`src/rtl/tos_pkg.sv`:
```
package tos_pkg;

    typedef enum logic [1:0] {
        ST_IDLE   = 2'd0,
        ST_DIST   = 2'd1,
        ST_SEARCH = 2'd2,
        ST_DONE   = 2'd3
    } tos_state_e;

    function automatic int tos_fact(input int n);
        int r;
        r = 1;
        for (int i = 2; i <= n; i++) begin
            r = r * i;
        end
        return r;
    endfunction

endpackage

```
`src/rtl/tos_dist_table.sv`:
```
module tos_dist_table #(
    parameter int N  = 4,
    parameter int W  = 7,
    parameter int DW = 3
) (
    input  logic                           clk,
    input  logic                           rst_n,
    input  logic                           cap_i,
    input  logic [N-1:0][W-1:0]            vec_i,
    output logic [N-1:0][N-1:0][DW-1:0]    dist_o
);

    logic [N-1:0][N-1:0][DW-1:0] pop_w;

    for (genvar a = 0; a < N; a++) begin : g_row
        for (genvar b = 0; b < N; b++) begin : g_col
            assign pop_w[a][b] = DW'($countones(vec_i[a] ^ vec_i[b]));
        end
    end

    always_ff @(posedge clk or negedge rst_n) begin
        if (!rst_n) begin
            dist_o <= '0;
        end else if (cap_i) begin
            dist_o <= pop_w;
        end
    end

endmodule

```
`src/rtl/tos_perm_decode.sv`:
```
module tos_perm_decode #(
    parameter int N    = 4,
    parameter int IDXW = 2
) (
    input  logic [N-1:0][IDXW-1:0] digit_i,
    output logic [N-1:0][IDXW-1:0] perm_o
);

    always_comb begin
        logic [N-1:0]    taken;
        logic [IDXW-1:0] pick;
        logic            hit;
        int              rank;
        taken  = '0;
        perm_o = '0;
        for (int i = 0; i < N; i++) begin
            pick = '0;
            hit  = 1'b0;
            rank = 0;
            for (int j = 0; j < N; j++) begin
                if (!taken[j]) begin
                    if (!hit && rank == int'(digit_i[i])) begin
                        pick = IDXW'(j);
                        hit  = 1'b1;
                    end
                    rank = rank + 1;
                end
            end
            taken[pick] = 1'b1;
            perm_o[i]   = pick;
        end
    end

endmodule

```
`src/rtl/tos_path_cost.sv`:
```
module tos_path_cost #(
    parameter int N    = 4,
    parameter int IDXW = 2,
    parameter int DW   = 3,
    parameter int CW   = 5
) (
    input  logic [N-1:0][IDXW-1:0]        perm_i,
    input  logic [N-1:0][N-1:0][DW-1:0]   dist_i,
    output logic [CW-1:0]                 cost_o
);

    always_comb begin
        cost_o = '0;
        for (int i = 0; i < N - 1; i++) begin
            cost_o = cost_o + CW'(dist_i[perm_i[i]][perm_i[i+1]]);
        end
    end

endmodule

```
`src/rtl/tos_orderer.sv`:
```
module tos_orderer
    import tos_pkg::*;
#(
    parameter int N = 4,
    parameter int W = 7,
    localparam int IDXW = (N > 1) ? $clog2(N) : 1,
    localparam int DW   = $clog2(W + 1),
    localparam int CW   = $clog2((N - 1) * W + 1)
) (
    input  logic              clk,
    input  logic              rst_n,
    input  logic              load_en_i,
    input  logic [IDXW-1:0]   load_idx_i,
    input  logic [W-1:0]      load_data_i,
    input  logic              start_i,
    output logic [N*IDXW-1:0] order_o,
    output logic [CW-1:0]     cost_o,
    output logic              done_o
);

    tos_state_e state_q, state_nx;

    logic [N-1:0][W-1:0]          vec_q;
    logic [N-1:0][N-1:0][DW-1:0]  dist_w;
    logic [N-1:0][IDXW-1:0]       digit_q, digit_nx;
    logic [N-1:0][IDXW-1:0]       perm_w;
    logic [CW-1:0]                cur_cost_w;
    logic [N-1:0][IDXW-1:0]       best_order_q;
    logic [CW-1:0]                best_cost_q;
    logic                         first_q;
    logic                         last_w;

    always_ff @(posedge clk or negedge rst_n) begin
        if (!rst_n) begin
            vec_q <= '0;
        end else if (load_en_i && int'(load_idx_i) < N) begin
            vec_q[load_idx_i] <= load_data_i;
        end
    end

    tos_dist_table #(.N(N), .W(W), .DW(DW)) u_dist (
        .clk    (clk),
        .rst_n  (rst_n),
        .cap_i  (state_q == ST_DIST),
        .vec_i  (vec_q),
        .dist_o (dist_w)
    );

    tos_perm_decode #(.N(N), .IDXW(IDXW)) u_perm (
        .digit_i (digit_q),
        .perm_o  (perm_w)
    );

    tos_path_cost #(.N(N), .IDXW(IDXW), .DW(DW), .CW(CW)) u_cost (
        .perm_i (perm_w),
        .dist_i (dist_w),
        .cost_o (cur_cost_w)
    );

    // factorial-base counter: digit i has radix N-i, digit N-1 is always zero
    always_comb begin
        logic carry;
        carry    = 1'b1;
        digit_nx = digit_q;
        last_w   = 1'b1;
        for (int i = N - 1; i >= 0; i--) begin
            if (digit_q[i] != IDXW'(N - 1 - i)) begin
                last_w = 1'b0;
            end
            if (carry) begin
                if (digit_q[i] == IDXW'(N - 1 - i)) begin
                    digit_nx[i] = '0;
                end else begin
                    digit_nx[i] = digit_q[i] + 1'b1;
                    carry       = 1'b0;
                end
            end
        end
    end

    always_comb begin
        state_nx = state_q;
        unique case (state_q)
            ST_IDLE:   if (start_i) state_nx = ST_DIST;   // go
            ST_DIST:   state_nx = ST_SEARCH;              // snap
            ST_SEARCH: if (last_w) state_nx = ST_DONE;    // finish
            ST_DONE:   if (start_i) state_nx = ST_DIST;   // again
            default:   state_nx = ST_IDLE;
        endcase
    end

    always_ff @(posedge clk or negedge rst_n) begin
        if (!rst_n) begin
            state_q <= ST_IDLE;
        end else begin
            state_q <= state_nx;
        end
    end

    always_ff @(posedge clk or negedge rst_n) begin
        if (!rst_n) begin
            digit_q      <= '0;
            best_order_q <= '0;
            best_cost_q  <= '0;
            first_q      <= 1'b1;
        end else begin
            unique case (state_q)
                ST_DIST: begin
                    digit_q <= '0;
                    first_q <= 1'b1;
                end
                ST_SEARCH: begin
                    digit_q <= digit_nx;
                    first_q <= 1'b0;
                    if (first_q || cur_cost_w < best_cost_q) begin
                        best_cost_q  <= cur_cost_w;
                        best_order_q <= perm_w;
                    end
                end
                default: begin
                    digit_q <= digit_q;
                end
            endcase
        end
    end

    assign order_o = best_order_q;
    assign cost_o  = best_cost_q;
    assign done_o  = (state_q == ST_DONE);

endmodule

```
`config.mk`:
```
export PLATFORM = sky130hd
export DESIGN_NAME = tos_orderer
export DESIGN_NICKNAME = d
export VERILOG_FILES = /design/src/rtl/tos_pkg.sv /design/src/rtl/tos_dist_table.sv /design/src/rtl/tos_perm_decode.sv /design/src/rtl/tos_path_cost.sv /design/src/rtl/tos_orderer.sv
export SDC_FILE = /design/constraint.sdc
export NUM_CORES = 1
export LEC_CHECK = 0
export ABC_AREA = 1
export BUFFER_PORTS_ARGS = -buffer_cell sky130_fd_sc_hd__buf_2
export CAP_MARGIN = 0
export CORE_ASPECT_RATIO = 1.2
export CORE_MARGIN = 3
export CORE_UTILIZATION = 55
export DETAILED_ROUTE_END_ITERATION = 8
export PLACE_DENSITY_LB_ADDON = 0.15
export SLEW_MARGIN = 40
export SYNTH_ARGS = -nofsm -noshare
export SYNTH_HDL_FRONTEND = slang
export SYNTH_SLANG_ARGS = --single-unit
```
`constraint.sdc`:
```
create_clock -name clk -period 9.2 [get_ports clk]
set_clock_uncertainty 0.2 [all_clocks]
set_input_delay 1.84 -clock clk [delete_from_list [all_inputs] [get_ports clk]]
set_output_delay 1.84 -clock clk [all_outputs]
set_load 0.03 [all_outputs]
```
==> flow_metrics.py, run 1 <==
metrics = {
    "run_status": {
        "outcome": "finished, final reports clean",
    },
    "timing": {
        "finalSetupViolCount": 0,
        "period_minus_slack_ns": 8.093,
        "final.setup.tns_ns": 0,
        "max_slew_margin_pct": 56.73,
        "hold_viol": 0,
        "fin_crit_sh_pct": 87.97,
        "rsz0062_at_grt": "false",
        "fmax_ghz": 0.1236,
        "slew_viol_final": 0,
        "max_slew.worst_pin.slew_ns": 0.6490,
    },
    "detailed_routing": {
        "drt_iter0_drc": 273,
        "ant_nets": 0,
        "drt_first_pass_iters": 6,
        "drt-vias-per-instance": 5.624,
        "wl_per_cell_um": 16.86,
        "wl_um": 14860,
        "post-route-drc-count": 0,
        "num_vias": 4955,
    },
    "yosys": {
        "synth.distinct_cells": 41,
        "synthMostInstantiatedCell": "nand2_1",
        "synth-seq-cells": 70,
        "yosysTopAreaCell": "dfrtp_1",
        "ys_async_sr_fraction_pct": 100.0,
        "synth-edff-count": 0,
        "seq_area_frac_synth_pct": 30.16,
        "synth_warnings": 0,
        "synthFlopType": "dfrtp_1",
        "syn-cell-area_um2": 5812,
        "syn_area_per_cell_um2": 8.005,
        "synthCells": 726,
        "synthTopCellsByArea": "dfrtp_1, ha_1, nand2_1, o21ai_0, xor2_1",
        "synthDominantCellAreaShare_pct": 29.71,
        "syn_nets": 809,
        "yosys-top-cells-count": "nand2_1, o21ai_0, inv_1",
    },
    "hold_path": {
        "min_path_type": "register to register",
        "min_delay_path_depth": 2,
    },
    "clock_tree": {
        "cts_setup_buffers": 0,
        "cts_resized": 0,
        "clkTransAtPathRegs_ns": 0.06,
        "h-tree-depth": 3,
        "cts.path.max_buffers": 2,
        "worstSkewPairLatency_ns": 0.33,
        "root_buffer": "clkbuf_16",
        "cts_tree": "built",
        "cts_sinks": 70,
        "holdBufCountCts": 0,
        "cts_buffers": 9,
    },
    "critical_path": {
        "end_kind": "register",
        "start_kind": "register",
        "arrival_ns": 8.14,
        "crit_fanout": 19,
        "worstPathRequired_ns": 9.25,
        "max_stage_delay_ns": 0.46,
        "r2r_cells": 44,
        "worst_path_most_repeated_cell": "nand2_1",
        "crit_path_top_delay_cell": "nand4_1",
        "crit_type": "register to register",
    },
    "placed_design": {
        "place_inst": 865,
        "dpl.hpwl_um": 11900,
        "io_buffers": 26,
        "gp_congestion": 0.9739,
    },
    "run": {
        "drv_cap": 0,
    },
    "global_routing": {
        "grt_max_degree": 71,
        "grt_pass1_vias": 5140,
        "grt_pass1_wl_um": 25030,
        "grt-ovfl-total": 0,
        "track_usage_pct": 26.82,
        "antenna_found_initial": 0,
    },
    "final_layout": {
        "fill_cells": 937,
        "final_cell_count_no_fill": 881,
        "drive_gt1_share_pct": 11.52,
        "multi_input_area_um2": 3617,
        "area_growth_syn_to_layout_pct": 9.064,
        "num_antenna_cells": 0,
        "seq_area_um2": 1753,
        "fin_util_pct": 62.39,
        "nNetsFinal": 833,
    },
    "die": {
        "io_pins": 27,
        "die_w_um": 99.84,
        "dieHeight_um": 118.6,
        "initial_utilization_pct": 57.20,
        "core_area_um2": 10160,
        "row_count": 40,
        "die_area_um2": 11840,
    },
}
[kinds of logic after synthesis]
| group | Yosys count | synth area share [%] |
|---|---|---|
| flops | 70 | 30.16 |
| fa+ha+maj | 70 | 17.65 |
| compound gates | 168 | 16.64 |
| xor+xnor | 53 | 7.987 |
| buf+inv | 117 | 7.600 |
| simple gates | 248 | 19.96 |
[registers in the layout, summed over array words and instances (netlist names)]
signal         count
order_o            8
first_q            1
cost_o             5
state_q            2
digit_q            8
u_dist.dist_o     18
vec_q             28
[worst max-delay path: cells and delay by family, from the launching register on]
family | cells | cell delay (ns)
adder cells (fa/ha/maj) | 6 | 1.62
AND/OR/NAND/NOR | 23 | 3.57
AO/OA/AOI/OAI | 7 | 1.08
flip-flops | 1 | 0.40
XOR/XNOR | 2 | 0.41
buffers and inverters | 6 | 0.73
[path summary, 6_finish.rpt]
kind	from	end	slack [ns]
max	digit_q[0]	cost_o[3]	1.11
max reg2reg	digit_q[0]	cost_o[3]	1.11
min reg2reg	order_o[2]	order_o[2]	0.28
min	order_o[2]	order_o[2]	0.28
min in group asynchronous	rst_n	digit_q[6]	1.38
max in group asynchronous	rst_n	u_dist.dist_o[33]	6.93
[cell type report]
cell class / instances / share of cell area, %
Multi-Input combinational cell: 539 / 57.07
Timing Repair Buffer: 28 / 2.349
Inverter: 102 / 6.040
Clock buffer: 13 / 4.106
Sequential cell: 70 / 27.65
Clock inverter: 3 / 0.2961
Tap cell: 126 / 2.487
[through the flow]
step	cell area [um^2]	setup WS, ns	hold slack [ns]
2_1_floorplan	5812	2.817	0.2509
3_3_place_gp	6056	1.532	0.2732
3_5_place_dp	6060	1.216	0.2729
4_1_cts	6339	1.183	0.2867
5_1_grt	6339	0.1563	0.3132
6_report	6339	1.107	0.2830
[per-layer routing]
| layer | up-vias | share of wire (%) | track usage, % |
|---|---|---|---|
| met5 | - | 0 | 0 |
| met4 | 0 | 5.1 | 15.29 |
| met3 | 53 | 3.3 | 4.250 |
| met2 | 127 | 53 | 47.58 |
| met1 | 2327 | 39 | 29.83 |
| li1 | 2448 | - | - |
[cell usage in the layout, fill, tap and decap left out, types with 4 or more instances in the layout]
master     Yosys  final
nand2_1      143    143
o21ai_0       92     92
inv_1         90     90
dfrtp_1       69     69
ha_1          50     50
xor2_1        48     48
nor2_1        39     39
nand3_1       31     31
a21oi_1       26     26
buf_2          2     26
fa_1          20     20
inv_2         12     12
o211ai_1      11     11
nand2_4        9      9
clkbuf_16      0      9
nor2_2         6      6
a31oi_1        6      6
o22ai_1        6      6
nand3_2        5      5
xnor2_1        5      5
a21oi_2        4      4
nor3_1         4      4
a32oi_1        4      4
Power of run 1 is left out: the tool's default activity adds up to more than one toggle a clock period on the data nets, which glitch-free logic cannot reach.
==> inputs of run 2 (changes only) <==
Settings changed: CORE_MARGIN 3 to 1.5, SKIP_CTS_REPAIR_TIMING set to 1.
==> flow_metrics.py, run 2 (same netlist as run 1, synthesis figures left out) <==
metrics = {
    "run_status": {
        "outcome": "finished, final reports clean",
    },
    "clock_tree": {
        "cts_buffers": 9,
        "cts.path.max_buffers": 2,
        "cts_sinks": 70,
        "cts_tree": "built",
        "root_buffer": "clkbuf_16",
        "worstSkewPairLatency_ns": 0.34,
        "clkTransAtPathRegs_ns": 0.06,
        "h-tree-depth": 3,
    },
    "timing": {
        "rsz0062_at_grt": "false",
        "hold_viol": 0,
        "max_slew.worst_pin.slew_ns": 0.6457,
        "period_minus_slack_ns": 8.158,
        "fin_crit_sh_pct": 88.67,
        "fmax_ghz": 0.1226,
        "slew_viol_final": 0,
        "finalSetupViolCount": 0,
        "max_slew_margin_pct": 56.95,
        "final.setup.tns_ns": 0,
        "holdWs_ns": 0.2859,
    },
    "die": {
        "initial_utilization_pct": 57.20,
        "die_w_um": 96.84,
        "io_pins": 27,
        "core_area_um2": 10160,
        "row_count": 40,
        "die_area_um2": 11200,
        "dieHeight_um": 115.6,
    },
    "critical_path": {
        "crit_type": "register to register",
        "worstPathRequired_ns": 9.26,
        "start_kind": "register",
        "arrival_ns": 8.21,
        "cp_top_family": "simple AND/OR/NAND/NOR gates",
        "crit_path_top_delay_cell": "nand4_1",
        "max_stage_delay_ns": 0.46,
        "crit_buf_inv": 6,
        "worst_path_most_repeated_cell": "nand2_1",
        "end_kind": "register",
        "crit_fanout": 19,
    },
    "global_routing": {
        "grt-ovfl-total": 0,
        "antenna_found_initial": 0,
        "grt_pass1_wl_um": 24930,
        "grt_max_degree": 71,
        "track_usage_pct": 28.31,
        "grt_pass1_vias": 5096,
    },
    "detailed_routing": {
        "post-route-drc-count": 0,
        "num_vias": 5066,
        "drt-vias-per-instance": 5.750,
        "wl_per_cell_um": 17.11,
        "drt_first_pass_iters": 5,
        "ant_nets": 0,
        "wl_um": 15070,
        "drt_iter0_drc": 408,
    },
    "final_layout": {
        "area_growth_syn_to_layout_pct": 10.66,
        "largest_register_ffs": 28,
        "fill_cells": 892,
        "top_regs": "vec_q: 28 flops, u_dist.dist_o: 18 flops",
        "final_cell_mix": "nand2_1, o21ai_0, inv_1",
        "multi_input_area_um2": 3617,
        "seq_area_um2": 1753,
        "largest_register": "vec_q",
        "final_common_cell": "nand2_1",
        "num_antenna_cells": 0,
        "drive_gt1_share_pct": 11.66,
        "nNetsFinal": 833,
    },
    "hold_path": {
        "min_path_type": "register to register",
    },
    "placed_design": {
        "gp_congestion": 0.9891,
        "dpl.hpwl_um": 11910,
        "io_buffers": 26,
    },
    "run": {
        "drv_cap": 0,
    },
}
## run 2: cell types whose count changed in the layout (fill, tap and decap cells not counted), sizes merged
cell    delta
bufinv     +4
clkbuf     -2
clkinv     -3
inv        +1
## run 2: worst paths after layout
| kind | depth (start not counted) | slack [ns] | start | to |
|---|---|---|---|---|
| worst max-delay path | 44 | 1.04 | digit_q[0] | cost_o[2] |
| worst min-delay path | 2 | 0.29 | order_o[0] | order_o[0] |
| worst max register to register | 44 | 1.04 | digit_q[0] | cost_o[2] |
| worst min register to register | 2 | 0.29 | order_o[0] | order_o[0] |
| max in group asynchronous | 2 | 6.95 | rst_n | u_dist.dist_o[35] |
| min in group asynchronous | 2 | 1.39 | rst_n | digit_q[7] |
## run 2: final cells by class
type,count,share of cell area [%]
Clock buffer,11,3.774
Timing Repair Buffer,28,2.315
Inverter,102,5.953
Clock inverter,5,2.004
Sequential cell,70,27.26
Multi-Input combinational cell,539,56.25
Tap cell,126,2.451
## run 2: tightest hold or removal path, cell delays in order (launching register included)
cell and delay, ns:
dfrtp_1 0.34, nand2_1 0.05, o21ai_0 0.06
## run 2: per-layer routing
layer  wire (um)  share of wire [%]  GRT usage (%)
met1        5847                 39          31.19
met2        7889                 52          52.73
met3         574                3.8          4.403
met4         760                5.0          15.27
met5           0                  0              0
## run 2: stage by stage
step           std cells  utilization (%)  setup WS [ns]  area [um^2]
5_1_grt              881            63.30         0.2674         6431
3_3_place_gp         865            59.61          1.501         6056
3_5_place_dp         865            59.64          1.167         6060
6_report             881            63.30          1.042         6431
2_1_floorplan        726                -          2.817         5812
4_1_cts              881            63.30          1.110         6431
Power of run 2 is left out for the same reason.
==> inputs of run 3 (changes only) <==
Settings changed: CORE_ASPECT_RATIO 1.2 to unset.
==> flow_metrics.py, run 3 (same netlist as run 1, synthesis figures left out) <==
metrics = {
    "run_status": {
        "outcome": "finished, final reports clean",
    },
    "critical_path": {
        "worstReg2RegStart": "digit_q[0]",
        "arrival_ns": 8.20,
        "end_kind": "register",
        "start_kind": "register",
        "r2r-end": "cost_o[4]",
        "worst_path_most_repeated_cell": "nand2_1",
        "rrSetupSlack_ns": 1.07,
        "worstPathRequired_ns": 9.27,
        "max_stage_delay_ns": 0.47,
        "crit_fanout": 19,
        "crit_type": "register to register",
        "crit_path_top_delay_cell": "nand4_1",
        "r2r_cells": 45,
    },
    "run": {
        "drv_cap": 0,
    },
    "timing": {
        "max_slew.worst_pin.slew_ns": 0.7360,
        "fmax_ghz": 0.1230,
        "period_minus_slack_ns": 8.130,
        "rsz0062_at_grt": "false",
        "final.setup.tns_ns": 0,
        "fin_crit_sh_pct": 88.36,
        "finalSetupViolCount": 0,
        "slew_viol_final": 0,
        "hold_viol": 0,
        "max_slew_margin_pct": 50.76,
    },
    "detailed_routing": {
        "met3_length_um": 730,
        "wl_um": 14900,
        "met2_length_um": 7301,
        "drt_first_pass_iters": 5,
        "dr.max_layer_used": "met4",
        "wl_per_cell_um": 16.76,
        "m1WireLength_um": 6027,
        "num_vias": 5057,
        "drt_iter0_drc": 317,
        "drt-vias-per-instance": 5.688,
        "ant_nets": 0,
        "post-route-drc-count": 0,
    },
    "hold_path": {
        "min_to": "order_o[4]",
        "min_delay_path_depth": 2,
        "min_path_type": "register to register",
        "worstHoldStart": "order_o[4]",
    },
    "final_layout": {
        "multi_input_area_um2": 3617,
        "largest_register": "vec_q",
        "final_common_cell": "nand2_1",
        "drive_gt1_share_pct": 11.55,
        "fin_util_pct": 61.16,
        "num_antenna_cells": 0,
        "fill_cells": 970,
        "nNetsFinal": 832,
        "top_regs": "vec_q: 28 flops, u_dist.dist_o: 18 flops",
        "seq_area_um2": 1753,
        "final_cell_mix": "nand2_1, o21ai_0, inv_1",
        "area_growth_syn_to_layout_pct": 8.159,
        "largest_register_ffs": 28,
    },
    "clock_tree": {
        "cts.path.max_buffers": 2,
        "cts_buffers": 9,
        "clkTransAtPathRegs_ns": 0.08,
        "cts_tree": "built",
        "cts_sinks": 70,
        "worstSkewPairLatency_ns": 0.36,
        "h-tree-depth": 3,
        "root_buffer": "clkbuf_8",
    },
    "global_routing": {
        "track_usage_pct": 28.62,
        "grt_max_degree": 71,
        "grt-ovfl-total": 0,
        "grt_pass1_wl_um": 24760,
        "grt_pass1_vias": 5114,
        "antenna_found_initial": 0,
    },
    "placed_design": {
        "dpl.hpwl_um": 11680,
        "gp_congestion": 0.9054,
        "io_buffers": 26,
    },
    "die": {
        "io_pins": 27,
        "die_area_um2": 11190,
        "dieHeight_um": 105.8,
        "row_count": 37,
        "die_w_um": 105.8,
        "initial_utilization_pct": 56.55,
        "core_area_um2": 10280,
    },
}
run 3: worst max path at each step:
stage / start / endpoint / depth (start not counted)
2_1_floorplan: digit_q[0] / order_o[0] / 45
5_1_grt: digit_q[0] / cost_o[2] / 44
4_1_cts: digit_q[0] / cost_o[4] / 45
3_5_place_dp: digit_q[0] / cost_o[3] / 44
6_report: digit_q[0] / cost_o[4] / 45
3_3_place_gp: digit_q[0] / cost_o[1] / 42
run 3: final cells by class:
type,instances,area share [%]
Timing Repair Buffer,27,2.249
Clock inverter,5,1.334
Tap cell,136,2.707
Clock buffer,10,2.189
Multi-Input combinational cell,539,57.54
Sequential cell,70,27.89
Inverter,102,6.091
run 3: worst max-delay path: cells and delay by family, from the launching register on:
family / cells / cell delay (ns)
buffers and inverters: 5 / 0.72
adder cells (fa/ha/maj): 6 / 1.66
AND/OR/NAND/NOR: 26 / 3.89
AO/OA/AOI/OAI: 7 / 0.95
flip-flops: 1 / 0.40
XOR/XNOR: 1 / 0.21
run 3: routing by layer:
metal	vias up	global-route usage, %
met5	-	0
met2	195	50.37
met4	0	16.99
met1	2364	32.46
li1	2442	-
met3	56	4.824
run 3: stage by stage:
| stage | setup WS (ns) | cells | hold slack (ns) | area, um^2 |
|---|---|---|---|---|
| after floorplan | 2.817 | 726 | 0.2509 | 5812 |
| after global placement | 1.431 | 874 | 0.2750 | 6061 |
| after detailed placement | 1.172 | 874 | 0.2704 | 6065 |
| after CTS | 1.130 | 889 | 0.2896 | 6286 |
| after global routing | 0.2104 | 889 | 0.3080 | 6286 |
| final | 1.070 | 889 | 0.2866 | 6286 |
Power of run 3 is left out for the same reason.
